[config.mk]
export PLATFORM = sky130hd
export DESIGN_NAME = msgu_irq_status
export DESIGN_NICKNAME = d
export VERILOG_FILES = /design/src/rtl/msgu_irq_pkg.sv /design/src/rtl/msgu_rst_sync.sv /design/src/rtl/msgu_ovf_detect.sv /design/src/rtl/msgu_w1c_bank.sv /design/src/rtl/msgu_irq_status.sv
export SDC_FILE = /design/constraint.sdc
export NUM_CORES = 1
export LEC_CHECK = 0
export BUFFER_PORTS_ARGS = -buffer_cell sky130_fd_sc_hd__buf_2
export CAP_MARGIN = 20
export CELL_PAD_IN_SITES_DETAIL_PLACEMENT = 1
export CELL_PAD_IN_SITES_GLOBAL_PLACEMENT = 1
export CORE_MARGIN = 1
export CORE_UTILIZATION = 17
export CTS_CLUSTER_SIZE = 12
export DETAILED_ROUTE_END_ITERATION = 7
export HOLD_SLACK_MARGIN = 0.05
export PLACE_DENSITY = 0.85
export SLEW_MARGIN = 20
export SYNTH_ARGS = -nofsm -noshare
export SYNTH_HDL_FRONTEND = slang
export SYNTH_SLANG_ARGS = --single-unit
export TNS_END_PERCENT = 5
[constraint.sdc]
create_clock -name clk -period 1 [get_ports clk]
set_input_delay 0.15 -clock clk [delete_from_list [all_inputs] [get_ports clk]]
set_output_delay 0.15 -clock clk [all_outputs]
set_load 0.005 [all_outputs]
[src/rtl/msgu_irq_pkg.sv]
package msgu_irq_pkg;
  localparam int HALF_W = 16;
  localparam int NFLAG  = 5;

  // sticky flag slots
  localparam int FL_MSG0 = 0;
  localparam int FL_MSG1 = 1;
  localparam int FL_POST = 2;
  localparam int FL_IPOV = 3;
  localparam int FL_OFOV = 4;

  // bit positions in the low half of the status word
  localparam int BIT_MSG0 = 0;
  localparam int BIT_MSG1 = 1;
  localparam int BIT_DBEL = 3;
  localparam int BIT_MCHK = 4;
  localparam int BIT_POST = 5;
  localparam int BIT_IPOV = 7;
  localparam int BIT_OFOV = 8;

  function automatic int flag_bit(input int slot);
    case (slot)
      FL_MSG0: flag_bit = BIT_MSG0;
      FL_MSG1: flag_bit = BIT_MSG1;
      FL_POST: flag_bit = BIT_POST;
      FL_IPOV: flag_bit = BIT_IPOV;
      default: flag_bit = BIT_OFOV;
    endcase
  endfunction
endpackage

[src/rtl/msgu_rst_sync.sv]
module msgu_rst_sync (
  input  logic clk,
  input  logic rst_n,
  output logic rst_sync_n
);
  logic meta_q;
  logic sync_q;

  always_ff @(posedge clk or negedge rst_n) begin
    if (!rst_n) begin
      meta_q <= 1'b0;
      sync_q <= 1'b0;
    end else begin
      meta_q <= 1'b1;
      sync_q <= meta_q;
    end
  end

  assign rst_sync_n = sync_q;
endmodule

[src/rtl/msgu_ovf_detect.sv]
module msgu_ovf_detect #(
  parameter int PTR_W = 6
) (
  input  logic             clk,
  input  logic             rst_n,
  input  logic [PTR_W-1:0] head_i,
  input  logic [PTR_W-1:0] tail_i,
  input  logic             full_i,
  output logic             onset_o
);
  logic cond;
  logic cond_q;
  logic cond_d;

  assign cond = full_i && (head_i == tail_i);

  always_comb begin
    cond_d = cond;
  end

  always_ff @(posedge clk or negedge rst_n) begin
    if (!rst_n) cond_q <= 1'b0;
    else        cond_q <= cond_d;
  end

  assign onset_o = cond & ~cond_q;
endmodule

[src/rtl/msgu_w1c_bank.sv]
module msgu_w1c_bank #(
  parameter int N = 5
) (
  input  logic         clk,
  input  logic         rst_n,
  input  logic [N-1:0] set_i,
  input  logic [N-1:0] clr_i,
  output logic [N-1:0] flags_o
);
  logic [N-1:0] flag_q;

  for (genvar i = 0; i < N; i++) begin : g_flag
    logic en;
    logic nxt;

    always_comb begin
      en  = set_i[i] | clr_i[i];
      nxt = set_i[i] | (flag_q[i] & ~clr_i[i]);
    end

    always_ff @(posedge clk or negedge rst_n) begin
      if (!rst_n)  flag_q[i] <= 1'b0;
      else if (en) flag_q[i] <= nxt;
    end
  end

  assign flags_o = flag_q;
endmodule

[src/rtl/msgu_irq_status.sv]
module msgu_irq_status
  import msgu_irq_pkg::*;
#(
  parameter int PTR_W = 6,
  parameter int DB_W  = 32
) (
  input  logic              clk,
  input  logic              rst_n,
  input  logic              msg0_evt_i,
  input  logic              msg1_evt_i,
  input  logic              post_evt_i,
  input  logic [PTR_W-1:0]  ipq_head_i,
  input  logic [PTR_W-1:0]  ipq_tail_i,
  input  logic              ipq_full_i,
  input  logic [PTR_W-1:0]  ofq_head_i,
  input  logic [PTR_W-1:0]  ofq_tail_i,
  input  logic              ofq_full_i,
  input  logic [DB_W-1:0]   doorbell_i,
  input  logic              reg_hi_i,
  input  logic              reg_wr_i,
  input  logic [HALF_W-1:0] reg_wdata_i,
  output logic [HALF_W-1:0] reg_rdata_o,
  output logic              irq_o,
  output logic              mchk_o
);
  localparam int NQ      = 2;
  localparam int DB_MC   = DB_W - 1;

  logic             rst_sync_n;
  logic [NFLAG-1:0] set_vec;
  logic [NFLAG-1:0] clr_vec;
  logic [NFLAG-1:0] flags_q;
  logic [NQ-1:0]    ovf_onset;
  logic             wr_lo;
  logic             db_pend;
  logic             db_mchk;
  logic [HALF_W-1:0] rd_lo;
  logic             unused_wdata;

  logic [PTR_W-1:0] q_head [NQ];
  logic [PTR_W-1:0] q_tail [NQ];
  logic [NQ-1:0]    q_full;

  msgu_rst_sync u_rst_sync (
    .clk        (clk),
    .rst_n      (rst_n),
    .rst_sync_n (rst_sync_n)
  );

  assign q_head[0] = ipq_head_i;
  assign q_tail[0] = ipq_tail_i;
  assign q_full[0] = ipq_full_i;
  assign q_head[1] = ofq_head_i;
  assign q_tail[1] = ofq_tail_i;
  assign q_full[1] = ofq_full_i;

  for (genvar q = 0; q < NQ; q++) begin : g_ovf
    msgu_ovf_detect #(.PTR_W(PTR_W)) u_det (
      .clk     (clk),
      .rst_n   (rst_sync_n),
      .head_i  (q_head[q]),
      .tail_i  (q_tail[q]),
      .full_i  (q_full[q]),
      .onset_o (ovf_onset[q])
    );
  end

  always_comb begin
    set_vec          = '0;
    set_vec[FL_MSG0] = msg0_evt_i;
    set_vec[FL_MSG1] = msg1_evt_i;
    set_vec[FL_POST] = post_evt_i;
    set_vec[FL_IPOV] = ovf_onset[0];
    set_vec[FL_OFOV] = ovf_onset[1];
  end

  assign wr_lo = reg_wr_i & ~reg_hi_i;

  for (genvar i = 0; i < NFLAG; i++) begin : g_clr
    localparam int FB = flag_bit(i);
    assign clr_vec[i] = wr_lo & reg_wdata_i[FB];
  end

  assign unused_wdata = ^reg_wdata_i;

  msgu_w1c_bank #(.N(NFLAG)) u_bank (
    .clk     (clk),
    .rst_n   (rst_sync_n),
    .set_i   (set_vec),
    .clr_i   (clr_vec),
    .flags_o (flags_q)
  );

  assign db_pend = |doorbell_i[DB_MC-1:0];
  assign db_mchk = doorbell_i[DB_MC];

  always_comb begin
    rd_lo           = '0;
    rd_lo[BIT_MSG0] = flags_q[FL_MSG0];
    rd_lo[BIT_MSG1] = flags_q[FL_MSG1];
    rd_lo[BIT_DBEL] = db_pend;
    rd_lo[BIT_MCHK] = db_mchk;
    rd_lo[BIT_POST] = flags_q[FL_POST];
    rd_lo[BIT_IPOV] = flags_q[FL_IPOV];
    rd_lo[BIT_OFOV] = flags_q[FL_OFOV];
    reg_rdata_o     = reg_hi_i ? '0 : rd_lo;
  end

  assign mchk_o = flags_q[FL_IPOV] | flags_q[FL_OFOV] | db_mchk;
  assign irq_o  = flags_q[FL_MSG0] | flags_q[FL_MSG1] | flags_q[FL_POST] | db_pend;
endmodule

== Word-level counts from Yosys, hierarchy flattened ==
Cells that the tools add are included.
Operators by class
  equality and inequality tests: 2
  multiplexer cells: 1
  bitwise logic cells: 36
  reductions and logical operators: 3
Operators with widths (count)
  $reduce_or 31->1: 1
  $or 1x1->1: 15
  $and 1x1->1: 13
  $eq 6x6->1: 2
  $mux 9: 1
  $not 1->1: 8
  $logic_and 1x1->1: 2
Storage, ports and cells
  bits in registers: 9
  input port bits: 81
  logic and storage cells: 51

== Depth between registers and ports, before layout ==
Gate-level depths: netlist (run 1).
  depth after elaboration: 6
  depth in mapped cells: 3
  mapped depth without buffers: 3

== Hierarchy ==
From an unflattened synthesis (run 1), not the netlist that was laid out.
Unflattened totals
  cell total of the unflattened synthesis: 78
  area, all modules: 690.7 um^2
Modules (own cells, without submodules)
  msgu_irq_status: times used 1, cells each 36, area an instance 240.2 um^2, sequential area each 0.0 um^2
  msgu_ovf_detect: times used 2, cells each 12, area an instance 107.6 um^2, sequential area each 25.0 um^2
  msgu_w1c_bank: times used 1, cells each 15, area an instance 181.4 um^2, sequential area each 125.1 um^2
  msgu_rst_sync: times used 1, cells each 3, area an instance 53.8 um^2, sequential area each 50.0 um^2

== Worst setup path before layout (run 1) ==
No wires, ideal clock.
  path type: register to output
  start: reg u_bank.flag_q[4], in the netlist u_bank.flags_o[4]
  end: out mchk_o
  arrival time: 726 ps
  setup slack: 124 ps
  cell stages (with the launch flop): 2
  path buffers: 0
  cells stage by stage: dfrtp_1 > or3_1
Between the ends
  word-level cells in the longest chain between the ends: 2
RTL lines
  from (decl): RTL line msgu_w1c_bank.sv:10  | logic [N-1:0] flag_q;
  from (signal, indexed assignment): RTL line msgu_w1c_bank.sv:23  | else if (en) flag_q[i] <= nxt;
  $or 1x1->1 (2 in a row): RTL line msgu_irq_status.sv:109  | assign mchk_o = flags_q[FL_IPOV] | flags_q[FL_OFOV] | db_mchk;
  to (decl): RTL line msgu_irq_status.sv:24  | output logic mchk_o
Every way passes these cells.

== Worst setup path after layout (run 1) ==
  start: reg u_bank.flag_q[3], in the netlist u_bank.flags_o[3]
  end: out mchk_o
The elaborated chain is that of the path after synthesis.

==> metrics.yaml, run 1 <==
power:
  vdd_drop_max_mv: 0.581
  p_leak_uw: 0.000605
  p_total_uw: 1140
  cellPowerDensity_nw_per_um2: 955
clock_tree:
  clock_path_buffers: 2
  cts-buffers-inserted: 3
  worstSkewPairLatency_ns: 0.23
  cts_sinks: 9
  cts_tree: "yes"
  ctsRootBufferMaster: "clkbuf_8"
  cts.htree.levels: 1
  cts.clk_slew.worst_paths_ns: 0.04
grt:
  grt_use_total_pct: 9.98
  grt_use_met1_pct: 8.04
  grt_max_degree: 8
  met3_usage_pct: 5.18
  grt_pass1_vias: 805
  antenna_found_initial: 0
  grt-busiest-layer: "met2"
  overflow: 0
  met2_usage_pct: 20.8
  grt_pass1_wl_mm: 3.13
hold_path:
  hp-class: "in -> reg"
timing:
  hold_violations: 0
  drv_slew: 0
  clock.fmax_mhz: 816
  hold_ws_ns: 0.0964
  post-route-period-util_pct: 123
  fin_ws_ns: -0.225
  fin_crit_ns: 1.23
  final-setup-viol-count: 8
  skew_ns: 0.00147
  setup-tns-final_ns: -0.938
  rsz0062_at_grt: "true"
logic_synthesis:
  synth-seq-cells: 9
  ys.flop_type: "dfrtp_1"
  yosysTopAreaCell: "dfrtp_1"
  yosysTopAreaCellShare_pct: 34.1
  syn_inst: 71
  synth-edff-count: 0
  synth-async-reset-ratio_pct: 100
  synth_commonest_cells: "12 x xnor2_1, 9 x buf_4, 9 x dfrtp_1, 7 x nand2_1, 7 x nor4_1"
  yosysWarningCount: 0
  ys_top_cells_by_area: "dfrtp_1 34%, xnor2_1 16%, buf_4 10%"
  synth.most_common_cell: "xnor2_1"
  ys_seq_area_share_pct: 34.1
  synthDistinctLibCells: 16
  syn_area_um2: 661
  avgSynthCellArea_um2: 9.30
worst_setup_path:
  worst_setup_path_start_kind: "register"
  crit_required_ns: 0.85
  crit_fanout: 2
  crit_type: "reg -> out"
  cp.arrival_ns: 1.08
  crit_path_end_kind: "output port"
die:
  die_y_um: 64.3
  num_rows: 22
  pin_count: 99
  fp.dieW_um: 64.3
  die-area_um2: 4140
  core_um2: 3690
  start_util_pct: 17.9
status:
  status: "complete, but fails checks"
  violations: "negative setup slack"
detailed_routing:
  route.detailed.drc: 0
  drt-initial-drc-count: 4
  wl_per_cell_um: 10.4
  wl_mm: 2.13
  vias: 832
  antenna_left: 0
  detail_route.first_pass.iterations: 2
  viasPerCell: 4.06
cells_and_area:
  nFillCells: 470
  stdcell_area_um2: 1190
  final-seq-area_um2: 225
  multi_input_area_um2: 418
  n_antenna_cell: 0
  fin_nets: 239
  drive_above_1_share_pct: 59.2
  area.growth.synth_to_final_pct: 80.5
place:
  dpl.hpwl_mm: 1.95
  gp_congestion: 0.622
  dp_slack_ns: -0.219
  postPlaceCellArea_um2: 1100
  port_buffers: 78
job:
  drv_cap: 0
## sequential cells by signal, summed over array words and instances (netlist names)
register,flops
u_rst_sync.rst_sync_n,1
u_bank.flags_o,5
u_rst_sync.meta_q,1
g_ovf.u_det.cond_q,2
## layer usage
metal	share of wire, %	up-vias
met1	30	366
met3	16	2
met2	53	61
li1	-	403
met4	0.38	0
met5	0	-
## path summary, 6_finish.rpt
path / endpoint / from / cells past startpoint / slack, ns
setup / recovery: mchk_o / u_bank.flags_o[3] / 2 / -0.23
hold / removal: u_bank.flags_o[0] / msg0_evt_i / 2 / 0.1
setup reg to reg: u_bank.flags_o[3] / u_bank.flags_o[3] / 3 / 0.14
hold reg to reg: u_bank.flags_o[0] / u_rst_sync.rst_sync_n / 0 / 0.11
max in group asynchronous: g_ovf[1].u_det.cond_q / u_rst_sync.rst_sync_n / 0 / 0.66
min in group asynchronous: u_bank.flags_o[0] / u_rst_sync.rst_sync_n / 0 / 0.11
## cells in the final DEF (no fill, tap or decap), types with 3 or more instances in the layout
| cell | n |
|---|---|
| clkbuf_8 | 3 |
| a21o_1 | 3 |
| conb_1 | 10 |
| nand2_1 | 7 |
| nor3_1 | 4 |
| buf_6 | 3 |
| nor2b_1 | 5 |
| dfrtp_1 | 9 |
| nand3_1 | 3 |
| buf_2 | 77 |
| nor4_1 | 5 |
| xnor2_1 | 12 |
## timing repair
| item | CTS | global route |
|---|---|---|
| gates cloned | 0 | 0 |
| hold buffers | 1 | 0 |
| setup endpoints to repair | 8 | 8 |
| pin swaps | 2 | 1 |
| hold endpoints to repair | 2 | 0 |
| gates resized for setup | 2 | 4 |
| setup buffers | 1 | 0 |
## critical path, stage by stage (launching register included)
cell     delay [ns]
dfrtp_1        0.37
or3_1          0.34
buf_2          0.14
## cells by family after synthesis
| family | share of synthesized area [%] |
|---|---|
| AND/OR/NAND/NOR | 26.5 |
| XOR/XNOR | 15.9 |
| flip-flops | 34.1 |
| buffers and inverters | 10.2 |
| AO/OA/AOI/OAI | 12.1 |
| other | 1.14 |
## stage by stage
step	std cells	utilization, %
2_1_floorplan	79	-
3_3_place_gp	199	29.7
3_5_place_dp	199	29.7
6_report	205	32.3
4_1_cts	205	31.7
5_1_grt	205	32.3
## final cells by class
cell class	instances	area share, %
sequential	9	18.9
clock buffer	4	3.78
tap	48	5.04
timing repair buffer	83	37.3
multi-input combinational	61	35.0
## where the power goes
group	total, uW	switching [uW]	leakage (uW)	internal (uW)
clock network	413	136	0.0000228	277
logic	327	125	0.000475	202
registers	399	14.9	0.000107	384
Note: power is estimated with default switching activity, not from simulation.
==> run 2, diff against run 1 <==
Settings changed: PLACE_DENSITY 0.85 to 0.86.
==> run 2 against run 1 <==
Net effect:
- the run still ends with negative setup slack left
- global-route usage is 0.42 points higher
- worst hold slack improved by 0.0049 ns
- sequential share of layout area is 0.36 points higher
==> metrics.yaml, run 2 (synthesized netlist as in run 1, its figures left out) <==
clock_tree:
  cts_sinks: 9
  ctsRootBufferMaster: "clkbuf_8"
  cts-buffers-inserted: 3
  cts_tree: "yes"
  clock_path_buffers: 2
  cts.clk_slew.worst_paths_ns: 0.05
  worstSkewPairLatency_ns: 0.23
  cts.htree.levels: 1
timing:
  fin_crit_ns: 1.23
  final-setup-viol-count: 8
  rsz0062_at_grt: "true"
  fin_ws_ns: -0.233
  hold_violations: 0
  clock.fmax_mhz: 811
  hold_ws_ns: 0.101
  setup-tns-final_ns: -0.876
  post-route-period-util_pct: 123
  drv_slew: 0
  skew_ns: 0.00439
cells_and_area:
  fin_nets: 238
  stdcell_area_um2: 1170
  final_cell_mix: "78 x buf_2, 12 x xnor2_1, 10 x conb_1"
  drive_above_1_share_pct: 59.0
  area.growth.synth_to_final_pct: 77.1
  n_antenna_cell: 0
  largest_reg_flops: 5
  final_common_cell: "buf_2"
  fin_util_pct: 31.7
detailed_routing:
  vias: 850
  viasPerCell: 4.17
  antenna_left: 0
  drt-initial-drc-count: 4
  wl_mm: 2.19
  route.detailed.drc: 0
  detail_route.first_pass.iterations: 4
  wl_per_cell_um: 10.7
worst_setup_path:
  crit_type: "reg -> out"
  ff2ff_setup_slack_ns: 0.13
  r2r_start: "u_bank.flags_o[3]"
  cp.arrival_ns: 1.08
  endpoint: "mchk_o"
  crit_required_ns: 0.85
  crit_fanout: 2
  rr_endpoint: "u_bank.flags_o[3]"
  critPathLaunch: "u_bank.flags_o[3]"
  worst_setup_path_start_kind: "register"
  r2r_cells: 3
  crit_path_end_kind: "output port"
power:
  p_sw_share_pct: 25.5
  p_int_uw: 851
  cellPowerDensity_nw_per_um2: 977
  clkPwrFrac_pct: 37.2
  p_total_uw: 1140
  p_leak_uw: 0.000601
  power_frac_seq_pct: 34.8
  p_comb_share_pct: 28.0
  vdd_drop_max_mv: 0.723
  switching_power_uw: 291
grt:
  antenna_found_initial: 0
  grt_use_total_pct: 10.4
  grt_use_met1_pct: 8.92
  grt_pass1_wl_mm: 3.33
  met3_usage_pct: 5.18
  met2_usage_pct: 21.6
  grt_max_degree: 8
  grt-busiest-layer: "met2"
  grt_pass1_vias: 797
  overflow: 0
die:
  fp.dieW_um: 64.3
  num_rows: 22
  die-area_um2: 4140
  die_y_um: 64.3
  start_util_pct: 17.9
  pin_count: 99
  core_um2: 3690
place:
  postPlaceCellArea_um2: 1090
  port_buffers: 78
  gp_congestion: 0.599
  dpl.hpwl_mm: 1.93
hold_path:
  min_path_cells: 2
  hp-class: "in -> reg"
status:
  status: "complete, but fails checks"
  violations: "negative setup slack"
job:
  drv_cap: 0
## run 2: cell types whose count changed in the layout (fill, tap and decap cells not counted), sizes merged
cell,change
clkbuf,-1
buf,-1
clkinv,+1
## run 2: per-stage QoR
stage	setup WS, ns	instances
floorplan	0.124	79
global placement	-0.249	198
detailed placement	-0.200	198
CTS	-0.240	204
global route	-0.270	204
finish	-0.233	204
## run 2: power by group through the flow
stage          clock (uW)  combinational, uW  sequential [uW]
6_report              425                320              398
5_1_grt               459                357              401
4_1_cts               444                323              399
3_5_place_dp            0                307              405
3_3_place_gp            0                299              404
2_1_floorplan           0                143              399
## run 2: per-layer routing
| metal | share of wire (%) | vias up |
|---|---|---|
| met1 | 31 | 393 |
| met3 | 14 | 0 |
| met5 | 0 | - |
| met4 | 0 | 0 |
| li1 | - | 402 |
| met2 | 55 | 55 |
## run 2: cell type report
type                    count  area, um^2
clock buffers               3        41.3
clock inverters             1        5.00
fillers                   484        2520
multi-input cells          61         412
flip-flops and latches      9         225
well taps                  48        60.1
repair buffers             82         427
## run 2: how the worst min path moves through the flow
stage,slack (ns),start,end
final,0.10,msg0_evt_i,u_bank.flags_o[0]
after global routing,0.10,msg0_evt_i,u_bank.flags_o[0]
after CTS,0.1,msg0_evt_i,u_bank.flags_o[0]
after detailed placement,-0.06,rst_n,u_rst_sync.rst_sync_n
after global placement,-0.06,rst_n,u_rst_sync.meta_q
after floorplan,-0.15,rst_n,u_rst_sync.meta_q
## run 2: repair_timing
| action | CTS | global route |
|---|---|---|
| pin swaps | 1 | 1 |
| gates cloned | 0 | 0 |
| endpoints found under the setup margin | 8 | 8 |
| resized for setup | 2 | 1 |
| hold buffers | 1 | 0 |
| setup buffers | 1 | 0 |
| endpoints found under the hold margin | 2 | 0 |
## run 2: critical path, stage by stage (launching register included)
cell	delay (ns)
dfrtp_1	0.37
or3_1	0.34
buf_2	0.14
==> run 3, diff against run 2 <==
Settings changed: CORE_UTILIZATION 17 to 18, PLACE_DENSITY 0.86 to 0.88, SYNTH_HIERARCHICAL from default to 1.
==> run 3 against run 2 <==
Net effect:
- the flow still finishes with violations (negative setup slack)
- power rose by 1.4%
- cell count rose by 5.4%
- via count fell by 0.35%
- largest power group unchanged
- fmax fell by 0.88%
- clock skew barely moved
- worst hold slack improved by 0.0055 ns
- critical path type unchanged
- non-clock buffer count rose by 4
- sequential power barely moved
- global-route usage rose by 0.95 points
- die area fell by 1.2%
- clock-buffer cell count rose by 1
==> metrics.yaml, run 3 <==
logic_synthesis:
  synth-async-reset-ratio_pct: 100
  synth.most_common_cell: "xnor2_1"
  yosysTopAreaCell: "dfrtp_1"
  ys.flop_type: "dfrtp_1"
  synthDistinctLibCells: 16
  yosysTopAreaCellShare_pct: 32.6
  synth-seq-cells: 9
  syn_area_um2: 691
  yosysWarningCount: 6
  ys_seq_area_share_pct: 32.6
  ys_top_cells_by_area: "dfrtp_1 33%, xnor2_1 15%, buf_4 9.8%"
  syn_inst: 78
  synth_commonest_cells: "12 x xnor2_1, 9 x buf_4, 9 x dfrtp_1, 7 x nor2b_1, 6 x nor4_1"
  synth-edff-count: 0
  avgSynthCellArea_um2: 8.85
worst_setup_path:
  crit_path_top_delay_cell: "dfrtp_1"
  cp_top_family: "flip-flops"
  crit_type: "reg -> out"
  crit_path_end_kind: "output port"
  ff2ff_setup_slack_ns: 0.19
  worst_setup_path_start_kind: "register"
  crit_required_ns: 0.85
  crit_fanout: 2
  path_depth: 2
  cp_cell_sequence: "or3_1, buf_2"
  rr_endpoint: "u_bank/flags_o[4]"
  max_stage_delay_ns: 0.38
  r2r_start: "g_ovf[1].u_det/cond_q"
  r2r_cells: 2
  path_buf_inv: 1
  cp.arrival_ns: 1.09
status:
  status: "complete, but fails checks"
  violations: "negative setup slack"
cells_and_area:
  nFillCells: 465
  n_antenna_cell: 0
  final_cell_mix: "78 x buf_2, 12 x xnor2_1, 10 x conb_1"
  drive_above_1_share_pct: 58.7
  largest_reg_flops: 5
  final_common_cell: "buf_2"
  area.growth.synth_to_final_pct: 84.4
  fin_nets: 249
  fin_cells: 215
  multi_input_area_um2: 457
  final-seq-area_um2: 225
die:
  die-area_um2: 4090
  core_um2: 3660
  num_rows: 22
  pin_count: 99
  die_y_um: 63.9
  fp.dieW_um: 63.9
  start_util_pct: 18.9
timing:
  final-setup-viol-count: 8
  rsz0062_at_grt: "true"
  post-route-period-util_pct: 124
  hold_violations: 0
  fin_ws_ns: -0.244
  drv_slew: 0
  setup-tns-final_ns: -1.16
  skew_ns: 0.00475
  clock.fmax_mhz: 804
  hold_ws_ns: 0.107
  fin_crit_ns: 1.24
grt:
  overflow: 0
  antenna_found_initial: 0
  grt_pass1_vias: 873
  grt_pass1_wl_mm: 3.66
  grt_max_degree: 8
  grt_use_total_pct: 11.4
clock_tree:
  cts_sinks: 9
  post_cts_buffers: 0
  cts.clk_slew.worst_paths_ns: 0.05
  clock_path_buffers: 2
  cts-buffers-inserted: 3
  cts_tree: "yes"
  worstSkewPairLatency_ns: 0.23
  cts.htree.levels: 1
  ctsRootBufferMaster: "clkbuf_8"
detailed_routing:
  wl_mm: 2.27
  vias: 847
  antenna_left: 0
  wl_per_cell_um: 10.6
  viasPerCell: 3.94
  drt-initial-drc-count: 11
  route.detailed.drc: 0
  detail_route.first_pass.iterations: 4
power:
  vdd_drop_max_mv: 0.660
  p_int_uw: 875
  p_total_uw: 1160
  clkPwrFrac_pct: 35.3
  power_frac_seq_pct: 34.5
  cellPowerDensity_nw_per_um2: 910
  switching_power_uw: 283
  p_sw_share_pct: 24.5
  p_comb_share_pct: 30.2
  p_leak_uw: 0.000657
hold_path:
  hp-class: "reg -> async"
place:
  gp_congestion: 0.672
  dp_slack_ns: -0.153
  port_buffers: 78
  dpl.hpwl_mm: 2.02
  placed_cells: 210
job:
  drv_cap: 0
run 3: routing by layer:
metal	up-vias	GRT usage (%)	wire length, um
met3	0	3.75	218
li1	422	-	-
met5	-	0	0
met1	382	10.4	777
met4	0	1.70	0
met2	43	23.8	1270
run 3: how the worst max path moves through the flow:
stage | startpoint | endpoint | slack [ns]
after floorplan | u_bank/flags_o[3] | mchk_o | 0.12
after global placement | doorbell_i[9] | irq_o | -0.15
after detailed placement | doorbell_i[9] | irq_o | -0.15
after CTS | u_bank/flags_o[3] | mchk_o | -0.24
after global routing | u_bank/flags_o[3] | mchk_o | -0.29
final | u_bank/flags_o[3] | mchk_o | -0.24
run 3: power by group through the flow:
stage	Combinational [uW]	Clock [uW]	Sequential, uW
floorplan	140	0	400
global placement	314	0	401
detailed placement	324	0	402
CTS	337	421	400
global route	389	435	404
finish	350	409	400
run 3: final cells by class:
class | count | share of cell area, %
inverters | 5 | 1.47
well taps | 48 | 4.72
clock buffers | 4 | 3.54
multi-input cells | 63 | 35.9
flip-flops and latches | 9 | 17.7
repair buffers | 86 | 36.7
run 3: per-stage QoR:
stage	area [um^2]	utilization, %
6_report	1270	34.8
3_3_place_gp	1160	31.6
2_1_floorplan	721	-
4_1_cts	1230	33.7
5_1_grt	1270	34.8
3_5_place_dp	1160	31.6
run 3: what timing repair did:
item	4_1_cts	5_1_grt
setup endpoints to repair	8	8
pin swaps	1	0
hold buffers	1	0
hold endpoints to repair	2	0
resized for setup	5	6
run 3: worst reg2reg max path: stages (launching register included):
cell	delay (ns)
dfrtp_1	0.37
nor4_2	0.27
a21o_1	0.11
run 3: cells by family after synthesis:
kind of cell	Yosys count	share of synthesized area [%]
and+or+nand+nor	35	32.4
other	2	1.09
DFF	9	32.6
AOI/OAI and AO/OA	6	6.16
buffers and inverters	14	12.5
xor gates and xnor gates	12	15.2
